<file path="src/rtl/fnd_pkg.sv">
package fnd_pkg;
  localparam int unsigned DEF_INT_W  = 30;
  localparam int unsigned DEF_FRAC_W = 10;
  localparam int unsigned MIN_INT    = 7;
endpackage

</file>
<file path="src/rtl/fnd_frac_accum.sv">
module fnd_frac_accum #(
  parameter int unsigned FRAC_W = fnd_pkg::DEF_FRAC_W
) (
  input  logic              clk_i,
  input  logic              rst_ni,
  input  logic              adv_i,
  input  logic              en_i,
  input  logic [FRAC_W-1:0] u_i,
  input  logic [FRAC_W-1:0] v_i,
  output logic [FRAC_W-1:0] acc_o,
  output logic              ovf_o
);
  localparam int unsigned SUM_W = FRAC_W + 1;

  logic [FRAC_W-1:0] acc_q, acc_d, base;
  logic [SUM_W-1:0]  sum, wrapped;

  always_comb begin
    base    = (acc_q < v_i) ? acc_q : '0;
    sum     = {1'b0, base} + {1'b0, u_i};
    wrapped = sum - {1'b0, v_i};
    ovf_o   = en_i && (sum >= {1'b0, v_i});
    acc_d   = acc_q;
    if (adv_i) begin
      if (!en_i)      acc_d = '0;
      else if (ovf_o) acc_d = wrapped[FRAC_W-1:0];
      else            acc_d = sum[FRAC_W-1:0];
    end
  end

  always_ff @(posedge clk_i or negedge rst_ni) begin
    if (!rst_ni) acc_q <= '0;
    else         acc_q <= acc_d;
  end

  assign acc_o = acc_q;

  // the accumulator stays below the denominator it was last advanced with
  p_acc_below_v_r4: assert property (@(posedge clk_i) disable iff (!rst_ni)
    (adv_i && en_i) |=> (acc_q < $past(v_i)));

  // a disabled fraction leaves the accumulator cleared
  p_acc_clear_r6: assert property (@(posedge clk_i) disable iff (!rst_ni)
    (adv_i && !en_i) |=> (acc_q == '0));
endmodule

</file>
<file path="src/rtl/fnd_period_counter.sv">
module fnd_period_counter #(
  parameter int unsigned CNT_W = fnd_pkg::DEF_INT_W + 1
) (
  input  logic             clk_i,
  input  logic             rst_ni,
  input  logic             load_i,
  input  logic [CNT_W-1:0] len_m1_i,
  input  logic             tick_i,
  output logic             hit_o
);
  logic [CNT_W-1:0] cnt_q, cnt_d, len_m1_q, len_m1_d;

  assign hit_o = tick_i && (cnt_q == len_m1_q);

  always_comb begin
    cnt_d    = cnt_q;
    len_m1_d = len_m1_q;
    if (load_i) begin
      cnt_d    = '0;
      len_m1_d = len_m1_i;
    end else if (tick_i) begin
      cnt_d = cnt_q + 1'b1;
    end
  end

  always_ff @(posedge clk_i or negedge rst_ni) begin
    if (!rst_ni) begin
      cnt_q    <= '0;
      len_m1_q <= '0;
    end else begin
      cnt_q    <= cnt_d;
      len_m1_q <= len_m1_d;
    end
  end

  // the count never passes the period's final value
  p_cnt_bound_r2: assert property (@(posedge clk_i) disable iff (!rst_ni)
    cnt_q <= len_m1_q);

  // a new period always starts counting from zero
  p_restart_zero_r9: assert property (@(posedge clk_i) disable iff (!rst_ni)
    load_i |=> (cnt_q == '0));
endmodule

</file>
<file path="src/rtl/fracn_fb_divider.sv">
module fracn_fb_divider #(
  parameter int unsigned INT_W  = fnd_pkg::DEF_INT_W,
  parameter int unsigned FRAC_W = fnd_pkg::DEF_FRAC_W
) (
  input  logic                     clk_i,
  input  logic                     rst_ni,
  input  logic                     roll_i,
  input  logic [INT_W-1:0]         div_int_i,
  input  logic [FRAC_W-1:0]        frac_num_i,
  input  logic [FRAC_W-1:0]        frac_den_i,
  output logic                     fb_stb_o,
  output logic signed [FRAC_W:0]   fb_res_o
);
  localparam int unsigned CNT_W = INT_W + 1;
  localparam int unsigned RES_W = FRAC_W + 1;
  localparam logic [INT_W-1:0] S_MIN = INT_W'(fnd_pkg::MIN_INT);

  logic rst_meta_q, rst_sync_q;
  logic armed_q;
  logic frac_en, ovf, hit, load, tick;
  logic [INT_W-1:0]  s_eff;
  logic [CNT_W-1:0]  len_m1;
  logic [FRAC_W-1:0] acc;
  logic              stb_d;
  logic [RES_W-1:0]  res_q, res_d;

  always_ff @(posedge clk_i or negedge rst_ni) begin
    if (!rst_ni) begin
      rst_meta_q <= 1'b0;
      rst_sync_q <= 1'b0;
    end else begin
      rst_meta_q <= 1'b1;
      rst_sync_q <= rst_meta_q;
    end
  end

  always_comb begin
    frac_en = (frac_num_i != '0) && (frac_num_i < frac_den_i);
    s_eff   = (div_int_i < S_MIN) ? S_MIN : div_int_i;
    len_m1  = {1'b0, s_eff} + {{(CNT_W-1){1'b0}}, ovf};
    tick    = armed_q && roll_i;
    load    = hit || !armed_q;
    stb_d   = hit;
    res_d   = hit ? {1'b0, acc} : res_q;
  end

  fnd_frac_accum #(.FRAC_W(FRAC_W)) u_accum (
    .clk_i  (clk_i),
    .rst_ni (rst_sync_q),
    .adv_i  (load),
    .en_i   (frac_en),
    .u_i    (frac_num_i),
    .v_i    (frac_den_i),
    .acc_o  (acc),
    .ovf_o  (ovf)
  );

  fnd_period_counter #(.CNT_W(CNT_W)) u_count (
    .clk_i    (clk_i),
    .rst_ni   (rst_sync_q),
    .load_i   (load),
    .len_m1_i (len_m1),
    .tick_i   (tick),
    .hit_o    (hit)
  );

  always_ff @(posedge clk_i or negedge rst_sync_q) begin
    if (!rst_sync_q) begin
      armed_q  <= 1'b0;
      fb_stb_o <= 1'b0;
      res_q    <= '0;
    end else begin
      armed_q  <= 1'b1;
      fb_stb_o <= stb_d;
      res_q    <= res_d;
    end
  end

  assign fb_res_o = $signed(res_q);

  // the strobe is a single cycle wide
  p_stb_one_cycle_r5: assert property (@(posedge clk_i) disable iff (!rst_sync_q)
    fb_stb_o |=> !fb_stb_o);

  // the residual word is never negative
  p_res_nonneg_r5: assert property (@(posedge clk_i) disable iff (!rst_sync_q)
    !fb_res_o[FRAC_W]);

  // the arming edge produces no event
  p_no_stb_arming_r8: assert property (@(posedge clk_i) disable iff (!rst_sync_q)
    !armed_q |=> !fb_stb_o);

  // the residual only moves together with a strobe
  p_res_stable_r5: assert property (@(posedge clk_i) disable iff (!rst_sync_q)
    !fb_stb_o |-> $stable(fb_res_o));
endmodule

</file>
<file path="config.mk">
export PLATFORM = sky130hd
export DESIGN_NAME = fracn_fb_divider
export DESIGN_NICKNAME = d
export VERILOG_FILES = /design/src/rtl/fnd_pkg.sv /design/src/rtl/fnd_frac_accum.sv /design/src/rtl/fnd_period_counter.sv /design/src/rtl/fracn_fb_divider.sv
export SDC_FILE = /design/constraint.sdc
export NUM_CORES = 1
export LEC_CHECK = 0
export ABC_AREA = 1
export ABC_CLOCK_PERIOD_IN_PS = 4900
export BUFFER_PORTS_ARGS = -buffer_cell sky130_fd_sc_hd__buf_4
export CORE_ASPECT_RATIO = 0.7
export CORE_MARGIN = 8
export CORE_UTILIZATION = 53
export DETAILED_ROUTE_END_ITERATION = 8
export GPL_ROUTABILITY_DRIVEN = 1
export HOLD_SLACK_MARGIN = 0.06
export PLACE_DENSITY = 0.71
export REMOVE_ABC_BUFFERS = 1
export SYNTH_ARGS = -nofsm -noshare
export SYNTH_HDL_FRONTEND = slang
export SYNTH_HIERARCHICAL = 1
export SYNTH_SLANG_ARGS = --single-unit
</file>
<file path="constraint.sdc">
create_clock -name clk_i -period 4.9 [get_ports clk_i]
set_input_delay 0.49 -clock clk_i [delete_from_list [all_inputs] [get_ports clk_i]]
set_output_delay 0.49 -clock clk_i [all_outputs]
set_load 0.02 [all_outputs]
</file>
==> impl_metrics.json <==
{
  "outcome": "complete, no violations",
  "finalClockSkew_ns": 0.00790,
  "critPathBufInv": 8,
  "required_ns": 5.18,
  "clk_pin_slew_ns": 0.07,
  "cts_tree": "built",
  "clockRootBuffer": "clkbuf_16",
  "multiInputGateArea_mm2": 0.00444,
  "critPathKind": "reg -> reg",
  "rsz0062_at_grt": "yes",
  "hpwl_mm": 15.9,
  "detail-route-antenna-nets": 0,
  "port-buffer-count": 63,
  "die_height_um": 112,
  "worstMarginPinSlew_ns": 1.10,
  "worst_path_dominant_cell_family": "simple AND/OR/NAND/NOR gates",
  "critPathArrivalTime_ns": 5.17,
  "numCtsBuffers": 9,
  "yosysTopAreaCell": "dfrtp_1",
  "grt_max_degree": 85,
  "gp_congestion": 0.954,
  "cts.htree.levels": 3,
  "power.leakage_nw": 4.47,
  "powerDensity_mw_per_mm2": 441,
  "synthesis.area_mm2": 0.00701,
  "start_util_pct": 53.7,
  "holdWs_ns": 0.351,
  "rows": 35,
  "finalCritPeriodShare_pct": 99.7,
  "synth_area_leaders": "dfrtp_1 (31%), nand2_1 (18%), inv_1 (7.7%), ha_1 (7.5%), nor2_1 (6.7%)",
  "synth-seq-cells": 86,
  "grt_usage_pct": 23.7,
  "gr-total-overflow": 0,
  "synth_most_common_cell": "nand2_1",
  "drive_gt1_share_pct": 20.4,
  "first_global_vias": 6431,
  "dieArea_mm2": 0.0172,
  "coreArea_mm2": 0.0131,
  "ios": 65,
  "synthFlopType": "dfrtp_1",
  "diodes": 0,
  "cp_max_fo": 5,
  "max_stage_delay_ns": 0.40,
  "hold_viol_final": 0,
  "fp.dieW_um": 153,
  "fillCellCount": 1178,
  "maxCapViolations": 0,
  "yosysUniqueCellTypes": 43,
  "period_minus_slack_ns": 4.89,
  "hp-class": "reg -> reg",
  "worst_setup_path_end_kind": "flip-flop",
  "synth_top_area_share_pct": 30.7,
  "synth-seq-area-share_pct": 30.7,
  "power_mw": 3.81,
  "synthTopCellsByCount": "nand2_1 (331), inv_1 (143), nor2_1 (126)",
  "async_reset_ff_share_pct": 100,
  "synth_cells": 1049,
  "drv_slew": 0,
  "seq_area_mm2": 0.00216,
  "grt_first_pass_wirelength_mm": 33.2,
  "synth-edff-count": 0,
  "tns_ns": 0,
  "wirelength_mm": 20.8,
  "clk-insertion-delay-late_ns": 0.34,
  "cpMostUsedCell": "nand2_1",
  "clock-sinks": 86,
  "setup-violations-final": 0,
  "dr.pass1.iters": 7,
  "syn_area_per_cell_um2": 6.68,
  "cpMaxStageDelayCell": "dfrtp_1",
  "crit_path_start_kind": "flip-flop",
  "routedWlPerCell_um": 15.4,
  "vias": 6999,
  "drc": 0,
  "fmax_mhz": 205,
  "fin_util_pct": 66.2,
  "area_growth_pct": 23.2,
  "final_nets": 1271,
  "yosys_warnings": 6,
  "relSlewSlack_pct": 26.8,
  "via_per_inst": 5.20,
  "vdd_drop_max_mv": 0.485,
  "cts_buffer_depth": 2,
  "grt_antenna_before_repair": 0,
  "drt_iter0_drc": 606
}
-- worst register-to-register path, delay by kind of cell, from the launching register on --
kind / cells / cell delay, ns
AO/OA/AOI/OAI: 4 / 0.55
XOR/XNOR: 1 / 0.16
adder cells (fa/ha/maj): 5 / 1.30
buffers and inverters: 8 / 0.86
flip-flops: 1 / 0.40
AND/OR/NAND/NOR: 17 / 1.56
-- path summary, 6_finish.rpt --
check,from,end,cells past startpoint,slack [ns]
hold reg to reg,rst_meta_q,rst_sync_q,0,0.35
min in group asynchronous,rst_ni,rst_sync_q,2,0.47
hold / removal,rst_meta_q,rst_sync_q,0,0.35
max in group asynchronous,rst_sync_q,u_count/len_m1_q[9],0,3.66
setup / recovery,u_accum/acc_o[1],u_count/len_m1_q[20],35,0.01
setup reg to reg,u_accum/acc_o[1],u_count/len_m1_q[20],35,0.01
-- cell usage in the layout (no fill, tap or decap), types with 2 or more instances in the layout --
master	instances
xor2_1	17
nand3_1	43
inv_6	2
clkbuf_16	9
buf_4	127
nand3b_1	4
nor4_1	3
a21oi_2	2
dfrtp_1	85
inv_2	4
nor3_2	2
a21oi_1	40
nor2_1	120
inv_1	141
nor2_2	20
nor2_4	8
nor3_1	9
clkinv_1	2
nand2_1	323
clkinv_4	2
o21a_1	4
xnor2_1	15
nand3_4	2
xor2_2	3
o21ai_1	12
nand4_1	18
o21bai_1	5
nand2_2	18
nand2_4	4
a21o_1	3
o21ai_0	49
nand3_2	14
o211ai_1	3
ha_4	7
ha_2	2
conb_1	3
ha_1	33
-- area by class of cell --
type	instances	area share [%]
inverters	148	6.46
clock inverters	6	0.811
repair buffers	129	11.3
clock buffers	10	2.65
flip-flops and latches	86	25.0
multi-input cells	800	51.4
well taps	166	2.41
-- state kept, by name, summed over array words and instances (netlist names) --
register / count
armed_q: 1
fb_res_o: 10
fb_stb_o: 1
rst_meta_q: 1
rst_sync_q: 1
u_accum/acc_o: 10
u_count/cnt_q: 31
u_count/len_m1_q: 31
-- repair_timing --
item,CTS,global route
endpoints found under the hold margin,2,0
gates resized for setup,10,38
pin swaps,10,32
buffers inserted,6,13
cloned,0,0
endpoints found under the setup margin,2,20
hold buffers,1,0
-- routing by layer --
layer,up-vias,wire length [um],track usage (%)
li1,3553,-,-
met1,3171,10700,37.8
met2,265,8010,31.0
met3,10,1890,5.80
met4,0,146,4.36
met5,-,0,0
-- report_power, final --
| group | internal, mW | switching, mW |
|---|---|---|
| Clock | 0.400 | 0.291 |
| Sequential | 0.779 | 0.0617 |
| Combinational | 0.999 | 1.28 |
-- through the flow --
stage               instances  cell area, um2  setup WS, ns
floorplan                1034            6930        -0.364
global placement         1310            7970        -0.100
detailed placement       1310            7970        -0.244
CTS                      1333            8360       0.00871
global route             1345            8630        -0.277
finish                   1345            8630        0.0140
-- kinds of logic after synthesis --
kind of cell / after synthesis / share of synthesized area, %
flip-flops: 86 / 30.7
buffers and inverters: 164 / 9.12
AO/OA/AOI/OAI: 124 / 9.73
XOR/XNOR: 36 / 4.50
adder cells (fa/ha/maj): 44 / 8.07
AND/OR/NAND/NOR: 593 / 37.8
other: 2 / 0.107
(Power assumes the default switching activity.)
